### config.mk
export PLATFORM = sky130hd
export DESIGN_NAME = oamu_top
export DESIGN_NICKNAME = d
export VERILOG_FILES = /design/src/rtl/oamu_pkg.sv /design/src/rtl/oamu_decode.sv /design/src/rtl/oamu_regfile.sv /design/src/rtl/oamu_ctrl.sv /design/src/rtl/oamu_top.sv
export SDC_FILE = /design/constraint.sdc
export NUM_CORES = 2
export LEC_CHECK = 0
export BUFFER_PORTS_ARGS = -buffer_cell sky130_fd_sc_hd__buf_2
export CAP_MARGIN = 20
export CORE_MARGIN = 2
export CORE_UTILIZATION = 35
export CTS_CLUSTER_DIAMETER = 120
export DETAILED_ROUTE_END_ITERATION = 16
export MAX_ROUTING_LAYER = met4
export PLACE_DENSITY = 0.61
export SYNTH_ARGS = -nofsm -noshare
export SYNTH_HDL_FRONTEND = slang
export SYNTH_SLANG_ARGS = --single-unit
### constraint.sdc
create_clock -name clk -period 4.6 [get_ports clk]
set_input_delay 0.46 -clock clk [delete_from_list [all_inputs] [get_ports clk]]
set_output_delay 0.46 -clock clk [all_outputs]
set_load 0.02 [all_outputs]
### src/rtl/oamu_pkg.sv
package oamu_pkg;
  localparam int DW      = 16;
  localparam int NREG    = 32;
  localparam int IW      = $clog2(NREG);
  localparam int SPEC_W  = 8;
  localparam int OFF_W   = 2;

  typedef logic [DW-1:0] word_t;
  typedef logic [IW-1:0] ridx_t;

  typedef enum logic [2:0] {
    M_IMM  = 3'd0,
    M_REG  = 3'd1,
    M_PINC = 3'd2,
    M_PDEC = 3'd3,
    M_IND  = 3'd4
  } amode_e;

  function automatic word_t sext_imm(input logic [IW-1:0] v);
    return {{(DW-IW){v[IW-1]}}, v};
  endfunction

  function automatic word_t step_reg(input word_t v, input logic up);
    return up ? v + word_t'(1) : v - word_t'(1);
  endfunction

  function automatic word_t add_off(input word_t base, input logic [OFF_W-1:0] off);
    return base + word_t'(off);
  endfunction
endpackage

### src/rtl/oamu_decode.sv
module oamu_decode
  import oamu_pkg::*;
(
  input  logic [SPEC_W-1:0] spec,
  output amode_e            mode,
  output ridx_t             idx,
  output logic [OFF_W-1:0]  off,
  output word_t             imm_val
);
  always_comb begin
    idx     = spec[IW-1:0];
    imm_val = sext_imm(spec[IW-1:0]);
    off     = '0;
    if (spec[SPEC_W-1]) begin
      mode = M_IND;
      off  = spec[SPEC_W-2 -: OFF_W];
    end else begin
      unique case (spec[SPEC_W-2 -: 2])
        2'b00:   mode = M_IMM;
        2'b01:   mode = M_REG;
        2'b10:   mode = M_PINC;
        default: mode = M_PDEC;
      endcase
    end
  end
endmodule

### src/rtl/oamu_regfile.sv
module oamu_regfile
  import oamu_pkg::*;
(
  input  logic  clk,
  input  logic  rst_n,
  input  ridx_t rd_idx,
  output word_t rd_data,
  input  logic  a_we,
  input  ridx_t a_idx,
  input  word_t a_data,
  input  logic  b_we,
  input  ridx_t b_idx,
  input  word_t b_data
);
  word_t ent [NREG];

  for (genvar g = 0; g < NREG; g++) begin : g_ent
    word_t q;
    always_ff @(posedge clk or negedge rst_n) begin
      if (!rst_n)                          q <= '0;
      else if (a_we && a_idx == ridx_t'(g)) q <= a_data;  // auto-step wins
      else if (b_we && b_idx == ridx_t'(g)) q <= b_data;
    end
    assign ent[g] = q;
  end

  assign rd_data = ent[rd_idx];
endmodule

### src/rtl/oamu_ctrl.sv
module oamu_ctrl
  import oamu_pkg::*;
(
  input  logic             clk,
  input  logic             rst_n,
  input  logic             op_start,
  input  logic             op_is_dst,
  input  amode_e           mode,
  input  ridx_t            idx,
  input  logic [OFF_W-1:0] off,
  input  word_t            imm_val,
  input  word_t            base,
  input  logic             mem_ready,
  input  word_t            mem_rdata,
  output logic             op_ready,
  output logic             mem_valid,
  output word_t            mem_addr,
  output logic             se_we,
  output ridx_t            se_idx,
  output word_t            se_data,
  output logic             op_done,
  output word_t            op_value,
  output logic             op_illegal,
  output logic             tgt_is_mem,
  output word_t            tgt_addr,
  output ridx_t            tgt_reg,
  output logic             wb_valid,
  output ridx_t            wb_idx,
  output word_t            wb_data
);
  logic  in_mem;
  word_t cap_addr, cap_step;
  ridx_t cap_idx;
  logic  cap_auto;

  logic  is_ind, is_auto, accept, go_mem, fin_direct, fin_mem;
  word_t eff_addr, stepped;

  always_comb begin
    is_ind     = (mode == M_PINC) || (mode == M_PDEC) || (mode == M_IND);
    is_auto    = (mode == M_PINC) || (mode == M_PDEC);
    eff_addr   = add_off(base, off);
    stepped    = step_reg(base, mode == M_PINC);
    accept     = op_start && !in_mem;
    go_mem     = accept && is_ind && !op_is_dst;
    fin_direct = accept && !go_mem;
    fin_mem    = in_mem && mem_ready;
    se_we      = (fin_direct && is_auto) || (fin_mem && cap_auto);
    se_idx     = in_mem ? cap_idx  : idx;
    se_data    = in_mem ? cap_step : stepped;
    op_ready   = !in_mem;
    mem_valid  = in_mem;
    mem_addr   = cap_addr;
  end

  always_ff @(posedge clk or negedge rst_n) begin
    if (!rst_n) begin
      in_mem     <= 1'b0;
      cap_addr   <= '0;
      cap_step   <= '0;
      cap_idx    <= '0;
      cap_auto   <= 1'b0;
      op_done    <= 1'b0;
      op_value   <= '0;
      op_illegal <= 1'b0;
      tgt_is_mem <= 1'b0;
      tgt_addr   <= '0;
      tgt_reg    <= '0;
      wb_valid   <= 1'b0;
      wb_idx     <= '0;
      wb_data    <= '0;
    end else begin
      op_done  <= 1'b0;
      wb_valid <= 1'b0;
      if (go_mem) begin
        in_mem   <= 1'b1;
        cap_addr <= eff_addr;
        cap_step <= stepped;
        cap_idx  <= idx;
        cap_auto <= is_auto;
      end
      if (fin_direct) begin
        op_done    <= 1'b1;
        op_illegal <= (mode == M_IMM) && op_is_dst;
        op_value   <= (mode == M_IMM) ? imm_val : base;
        tgt_is_mem <= is_ind;
        tgt_addr   <= eff_addr;
        tgt_reg    <= idx;
        wb_valid   <= is_auto;
        wb_idx     <= idx;
        wb_data    <= stepped;
      end
      if (fin_mem) begin
        in_mem     <= 1'b0;
        op_done    <= 1'b1;
        op_illegal <= 1'b0;
        op_value   <= mem_rdata;
        tgt_is_mem <= 1'b0;
        wb_valid   <= cap_auto;
        wb_idx     <= cap_idx;
        wb_data    <= cap_step;
      end
    end
  end

  AST_IMM_NO_MEM: assert property (@(posedge clk) disable iff (!rst_n)
    (op_start && !in_mem && mode == M_IMM) |=> !mem_valid);
  AST_ILLEGAL_NO_WB: assert property (@(posedge clk) disable iff (!rst_n)
    op_illegal |-> !wb_valid);
  AST_MEM_HOLD: assert property (@(posedge clk) disable iff (!rst_n)
    (mem_valid && !mem_ready) |=> (mem_valid && $stable(mem_addr)));
  AST_MEM_DONE: assert property (@(posedge clk) disable iff (!rst_n)
    (mem_valid && mem_ready) |=> (op_done && !mem_valid));
  AST_NO_SPURIOUS_DONE: assert property (@(posedge clk) disable iff (!rst_n)
    (!in_mem && !op_start) |=> !op_done);
endmodule

### src/rtl/oamu_top.sv
module oamu_top
  import oamu_pkg::*;
(
  input  logic              clk,
  input  logic              rst_n,
  input  logic              op_start,
  input  logic [SPEC_W-1:0] op_spec,
  input  logic              op_is_dst,
  output logic              op_ready,
  output logic              op_done,
  output logic [DW-1:0]     op_value,
  output logic              op_illegal,
  output logic              tgt_is_mem,
  output logic [DW-1:0]     tgt_addr,
  output logic [IW-1:0]     tgt_reg,
  output logic              wb_valid,
  output logic [IW-1:0]     wb_idx,
  output logic [DW-1:0]     wb_data,
  output logic              mem_valid,
  output logic [DW-1:0]     mem_addr,
  input  logic              mem_ready,
  input  logic [DW-1:0]     mem_rdata,
  input  logic              rf_wr_en,
  input  logic [IW-1:0]     rf_wr_idx,
  input  logic [DW-1:0]     rf_wr_data
);
  amode_e           mode;
  ridx_t            idx;
  logic [OFF_W-1:0] off;
  word_t            imm_val, base;
  logic             se_we;
  ridx_t            se_idx;
  word_t            se_data;

  oamu_decode u_dec (
    .spec(op_spec), .mode(mode), .idx(idx), .off(off), .imm_val(imm_val)
  );

  oamu_regfile u_rf (
    .clk(clk), .rst_n(rst_n), .rd_idx(idx), .rd_data(base),
    .a_we(se_we), .a_idx(se_idx), .a_data(se_data),
    .b_we(rf_wr_en), .b_idx(rf_wr_idx), .b_data(rf_wr_data)
  );

  oamu_ctrl u_ctl (
    .clk(clk), .rst_n(rst_n), .op_start(op_start), .op_is_dst(op_is_dst),
    .mode(mode), .idx(idx), .off(off), .imm_val(imm_val), .base(base),
    .mem_ready(mem_ready), .mem_rdata(mem_rdata), .op_ready(op_ready),
    .mem_valid(mem_valid), .mem_addr(mem_addr), .se_we(se_we),
    .se_idx(se_idx), .se_data(se_data), .op_done(op_done),
    .op_value(op_value), .op_illegal(op_illegal), .tgt_is_mem(tgt_is_mem),
    .tgt_addr(tgt_addr), .tgt_reg(tgt_reg), .wb_valid(wb_valid),
    .wb_idx(wb_idx), .wb_data(wb_data)
  );
endmodule

Word-level counts from Yosys, hierarchy flattened
Cells that the tools add are included.

Register bits: 613. Input port bits: 51. Output and inout bits: 80.

Add/sub/neg operators: 3. $lt $le $gt $ge: 1. Equal/unequal tests: 67. Mux-type cells: 90. Bitwise logic cells: 1. Reductions and logical operators: 116.

Operators by type and width (number): $mux W16 (73); $eq A5 B5 Y1 const B (32); $bmux W16 S5 (1); $eq A5 B4 Y1 const B (16); $logic_and A1 B1 Y1 (72); $reduce_bool A2 Y1 (34); $eq A5 B3 Y1 const B (8); $eq A5 B2 Y1 const B (4); $add A16 B1 Y16 const B (1); $add A16 B2 Y16 (1); $sub A16 B1 Y16 const B (1); $mux W5 (3); $eq A5 B1 Y1 const B (2); $logic_not A5 Y1 (2); $mux W1 (10); $eq A3 B2 Y1 const B (2); $ge A6 B6 Y1 const B (1); $not A5 Y6 (1); $pmux W2 S3 (1); $eq A3 B3 Y1 const B (1); $logic_not A1 Y1 (3); $logic_not A3 Y1 (1); $logic_or A1 B1 Y1 (3); $mux W3 (1); other kinds (4) (4).

Depth between registers and ports, before layout
Depth after elaboration: 14. Depth in mapped cells: 21.

Cells and area by module
From an unflattened synthesis, not the netlist that was laid out.

Cell total of the unflattened synthesis: 3610. Area, all modules: 34062.7 sq um.

Modules (own cells, without submodules): oamu_regfile (instances 1, cells each 2953, area an instance 28302.1 sq um, sequential area each 12812.3 sq um); oamu_ctrl (instances 1, cells each 631, area an instance 5570.3 sq um, sequential area each 2527.4 sq um); oamu_decode (instances 1, cells each 26, area an instance 190.2 sq um, sequential area each 0.0 sq um).

Worst setup path after synthesis
OpenSTA, ideal clock, no wires.

Kind: input to register. Start: in op_spec[1]. End: reg u_rf.g_ent[11].q[13]. Setup time: 132 ps. Data arrival time: 5242 ps. Required time: 4468 ps. Setup slack: -774 ps. Cell stages on the path: 20. Buffers on the path: 9. Cell sequence: buf_2 -> buf_6 -> buf_4 -> buf_2 -> buf_2 -> buf_1 -> buf_2 -> buf_2 -> mux4_2 -> mux4_2 -> mux2i_1 -> inv_1 -> ha_1 -> a21o_1 -> o211ai_1 -> a311oi_1 -> o31a_1 -> o31ai_1 -> clkbuf_1 -> o21ai_1.

Word-level cells in the longest chain between the ends: 8. Elaborated cells between the ends (all ways): 13. Classes of those cells: add/sub: 2; eq/ne: 1; mux: 7; bitwise: 1; reduce/logical: 2.

RTL lines: from (decl) (RTL line oamu_top.sv:7) `input logic [SPEC_W-1:0] op_spec,`; $not A5 Y6 (not written as such) (RTL line oamu_regfile.sv:27) `assign rd_data = ent[rd_idx];`; $bmux W16 S5 (RTL line oamu_regfile.sv:27); $mux W16 (not written as such) (2 in series) (RTL line oamu_regfile.sv:27); $sub A16 B1 Y16 / $add A16 B1 Y16 (equally long branches) (RTL line oamu_pkg.sv:24) `return up ? v + word_t'(1) : v - word_t'(1);`; $mux W16 (RTL line oamu_pkg.sv:24); $mux W16 (RTL line oamu_ctrl.sv:50) `se_data = in_mem ? cap_step : stepped;`; $mux W16 (RTL line oamu_regfile.sv:21) `else if (a_we && a_idx == ridx_t'(g)) q <= a_data;`; to (signal assigned) (RTL line oamu_regfile.sv:21); to (signal assigned) (RTL line oamu_regfile.sv:22) `else if (b_we && b_idx == ridx_t'(g)) q <= b_data;`; to (decl) (RTL line oamu_regfile.sv:18) `word_t q;`.

Parallel ways exist; a longest one is shown, timed or not. The select of a mux whose other input is x is not followed. A chain may end at the register's enable or synchronous reset.

Worst setup path in the final report
Start: in op_spec[0]. End: reg u_rf.g_ent[4].q[13].

Word-level cells in the longest chain between the ends: 8. Elaborated cells between the ends (all ways): 13. Classes of those cells: add/sub: 2; eq/ne: 1; mux: 7; bitwise: 1; reduce/logical: 2.

RTL lines (RTL line): $not A5 Y6 (not written as such) (oamu_regfile.sv:27); $bmux W16 S5 (oamu_regfile.sv:27); $mux W16 (not written as such) (2 in series) (oamu_regfile.sv:27); $sub A16 B1 Y16 / $add A16 B1 Y16 (equally long branches) (oamu_pkg.sv:24); $mux W16 (oamu_pkg.sv:24); $mux W16 (oamu_ctrl.sv:50); $mux W16 (oamu_regfile.sv:21); to (signal assigned) (oamu_regfile.sv:21); to (signal assigned) (oamu_regfile.sv:22); to (decl) (oamu_regfile.sv:18).

Parallel ways exist; a longest one is shown, timed or not. The select of a mux whose other input is x is not followed.

==> metrics.txt <==
CTS tree built; worst hold path type in2reg; post-CTS setup buffers 0; Startpoint Class input pin; max cap viols 0; met1 usage 31.0%; post-synthesis sequential area ratio 44.5%; RSZ-0062 raised after global routing false; Tot Pwr 0.0216 W; vias in the first global route 27.1k; Total GRT Usage 23.7%; Register-to-Register Path Depth 14; hold path depth 2; WP data arrival 4710 ps; Synth Cell Area 0.0345 sq mm; DR WL/cell 23.8 microns; final worst slack 357 ps; IO buf count 130; asr flop ratio synth 100%; detailed placement HPWL 77300 microns; Max clock buf depth 3; initial core utilization 35.2%; Hold EP u_ctl.mem_valid; layout cell share with drive strength beyond 1 22.8%; Clock Sinks 613; clk slew on worst S/H paths 60 ps; root buf cell clkbuf_16; fmax 236 MHz; Post-Route WL 118000 microns; number of enable flip-flop cells after synthesis 0; final core occ 41.0%; reg2reg setup slack 390 ps; Final Cycle Share 92.2%; total grt overflow 0; dpl ws -257 ps; Synth Instances 3500; DIE HEIGHT 318 microns; YS warnings 0; Hold Crit Start mem_ready; met2 usage 37.1%; die area 0.101 sq mm; Critical R2R Launch u_rf.g_ent[23].q[6]; WP data required 5060 ps; GP Congestion 0.934; slew margin rel. 23.6%; vias per cell 5.63; Final Hold Vio Count 0; fin. max-slew vios 0; net count after synthesis 3564; largest net degree at the start of global routing 103; max reg flops 512; Top Ports 131; min cycle time layout 4240 ps; final setup vio count 0; Leak 18.3 nW; first-pass GRT wire length 178000 microns; # H-tree levels 3; Syn-to-layout area delta 16.6%; Clk Latency, worst-skew pair 630 ps; flops & latches, synth 613; Die X 318 microns; GRT busiest layer met2; drt first pass iters 6; mean post-synth cell area 9.85 sq um; antenna viol nets, final 0; Setup Skew 37.2 ps; register name with the most flops u_rf.g_ent.q; nets 3674; placed cell area 0.0379 sq mm; number of distinct library cells after synthesis 72; post-cts sizing count 0; CTS buffer count 68; VDD IR-drop max 250 uV; run status finished, final reports clean; Worst setup EP type flop; R2R Path End u_rf.g_ent[4].q[13]; routing usage on met3 3.62%; P per Cell Area 537 mW/mm^2; Detailed Route Iter0 Violations 2863; design area 0.0402 sq mm; drt drc 0; Rows 115; CP max FO 35; hold_ws 51.7 ps; Crit Path Category in2reg; number of antenna violations at the first check in global routing 5; slew of the pin with the lowest slew margin 1140 ps; ys flop type dfrtp_1; CORE AREA 0.0980 sq mm; vias 27.9k
[worst max-delay path by stage]
| stage | start | end | slack (ps) |
|---|---|---|---|
| after floorplan | op_spec[1] | u_rf.g_ent[23].q[13] | -30 |
| after global placement | op_spec[0] | u_rf.g_ent[11].q[12] | -230 |
| after detailed placement | op_spec[0] | u_rf.g_ent[28].q[10] | -260 |
| after CTS | op_spec[0] | u_rf.g_ent[28].q[10] | 390 |
| after global routing | op_spec[0] | u_rf.g_ent[15].q[11] | 60 |
| final | op_spec[0] | u_rf.g_ent[4].q[13] | 360 |
[report_power, final]
group          internal (W)  switching, W  leakage (nW)
Clock               0.00337       0.00233          1.13
Sequential          0.00706      0.000981          7.74
Combinational       0.00351       0.00434          9.38
[through the flow]
step,setup TNS [ps],std cells
floorplan,-564,3500
global placement,-31130,4823
detailed placement,-37800,4824
CTS,0,4944
global route,0,4951
finish,0,4952
[kinds of logic (layout without fill, tap and decap cells)]
kind of cell               count (synthesis)  count (layout)  share of synthesized area (%)
and+or+nand+nor                         1021            1021                           12.6
DFF                                      613             613                           44.5
other                                      0               6                              0
buffers and inverters                    361             520                           4.24
muxes                                    655             655                           23.7
adders and majority gates                 13              13                          0.516
AOI/OAI and AO/OA                        812             812                           13.7
xor gates and xnor gates                  25              25                          0.635
[critical path, cell delays in order]
cell and delay (ps):
buf_6 420, mux4_2 580, mux4_2 610, mux2i_1 210, buf_4 150, inv_1 70, ha_1 310, and3_1 220
buf_4 140, o211ai_1 150, a311oi_1 580, nor4_2 150, o31ai_4 280, buf_12 220, o21ai_1 90
[cells in the final DEF (no fill, tap or decap), types with 19 or more instances in the layout]
cell type	count
dfrtp_1	612
nand2_1	541
o21ai_0	287
clkbuf_16	71
mux4_2	112
o21ai_1	36
nor2b_1	70
a211oi_1	65
mux2i_1	362
nor2_1	219
a21o_1	31
buf_4	211
a21oi_1	238
inv_1	23
xnor2_1	19
buf_2	126
buf_12	32
mux2_2	178
nand3_1	39
nor2_2	25
nor3_1	33
a31oi_1	31
a22oi_1	35
[Yosys cell counts (all sizes together) (11+ instances only)]
master / instances / area [sq um]
a211oi: 66 / 500
o21ai: 329 / 1650
nand2b: 14 / 87.6
o21a: 14 / 105
clkbuf: 270 / 1010
nor2b: 72 / 453
or3: 11 / 68.8
a31oi: 32 / 200
xnor2: 19 / 166
a22oi: 35 / 263
a21o: 31 / 233
nand3: 40 / 200
mux4: 112 / 2520
nand2: 541 / 2030
a21oi: 239 / 1200
mux2i: 365 / 3650
mux2: 178 / 2000
nand4: 13 / 96.3
dfrtp: 613 / 15300
and3: 12 / 75.1
ha: 11 / 138
nor3: 39 / 195
buf: 64 / 345
nor2: 248 / 933
inv: 26 / 97.6
[routing by layer]
metal / up-vias / part of all wire, %
li1: 12632 / -
met3: 255 / 6.6
met2: 1109 / 47
met1: 13875 / 43
met5: - / 0
met4: 0 / 4.0
[cell type report]
type                    count  area [sq um]
diodes                      6          15.0
clock buffers              98          2010
clock inverters            21           267
fillers                  9367         57800
inverters                  27           101
multi-input cells        2526         17900
flip-flops and latches    613         15300
well taps                1287          1610
repair buffers            374          2930
[timing repair]
| action | in CTS | in global routing |
|---|---|---|
| hold endpoints to repair | 79 | 0 |
| hold buffers | 1 | 0 |
| endpoints found under the setup margin | 0 | 0 |
(Power assumes the default switching activity.)
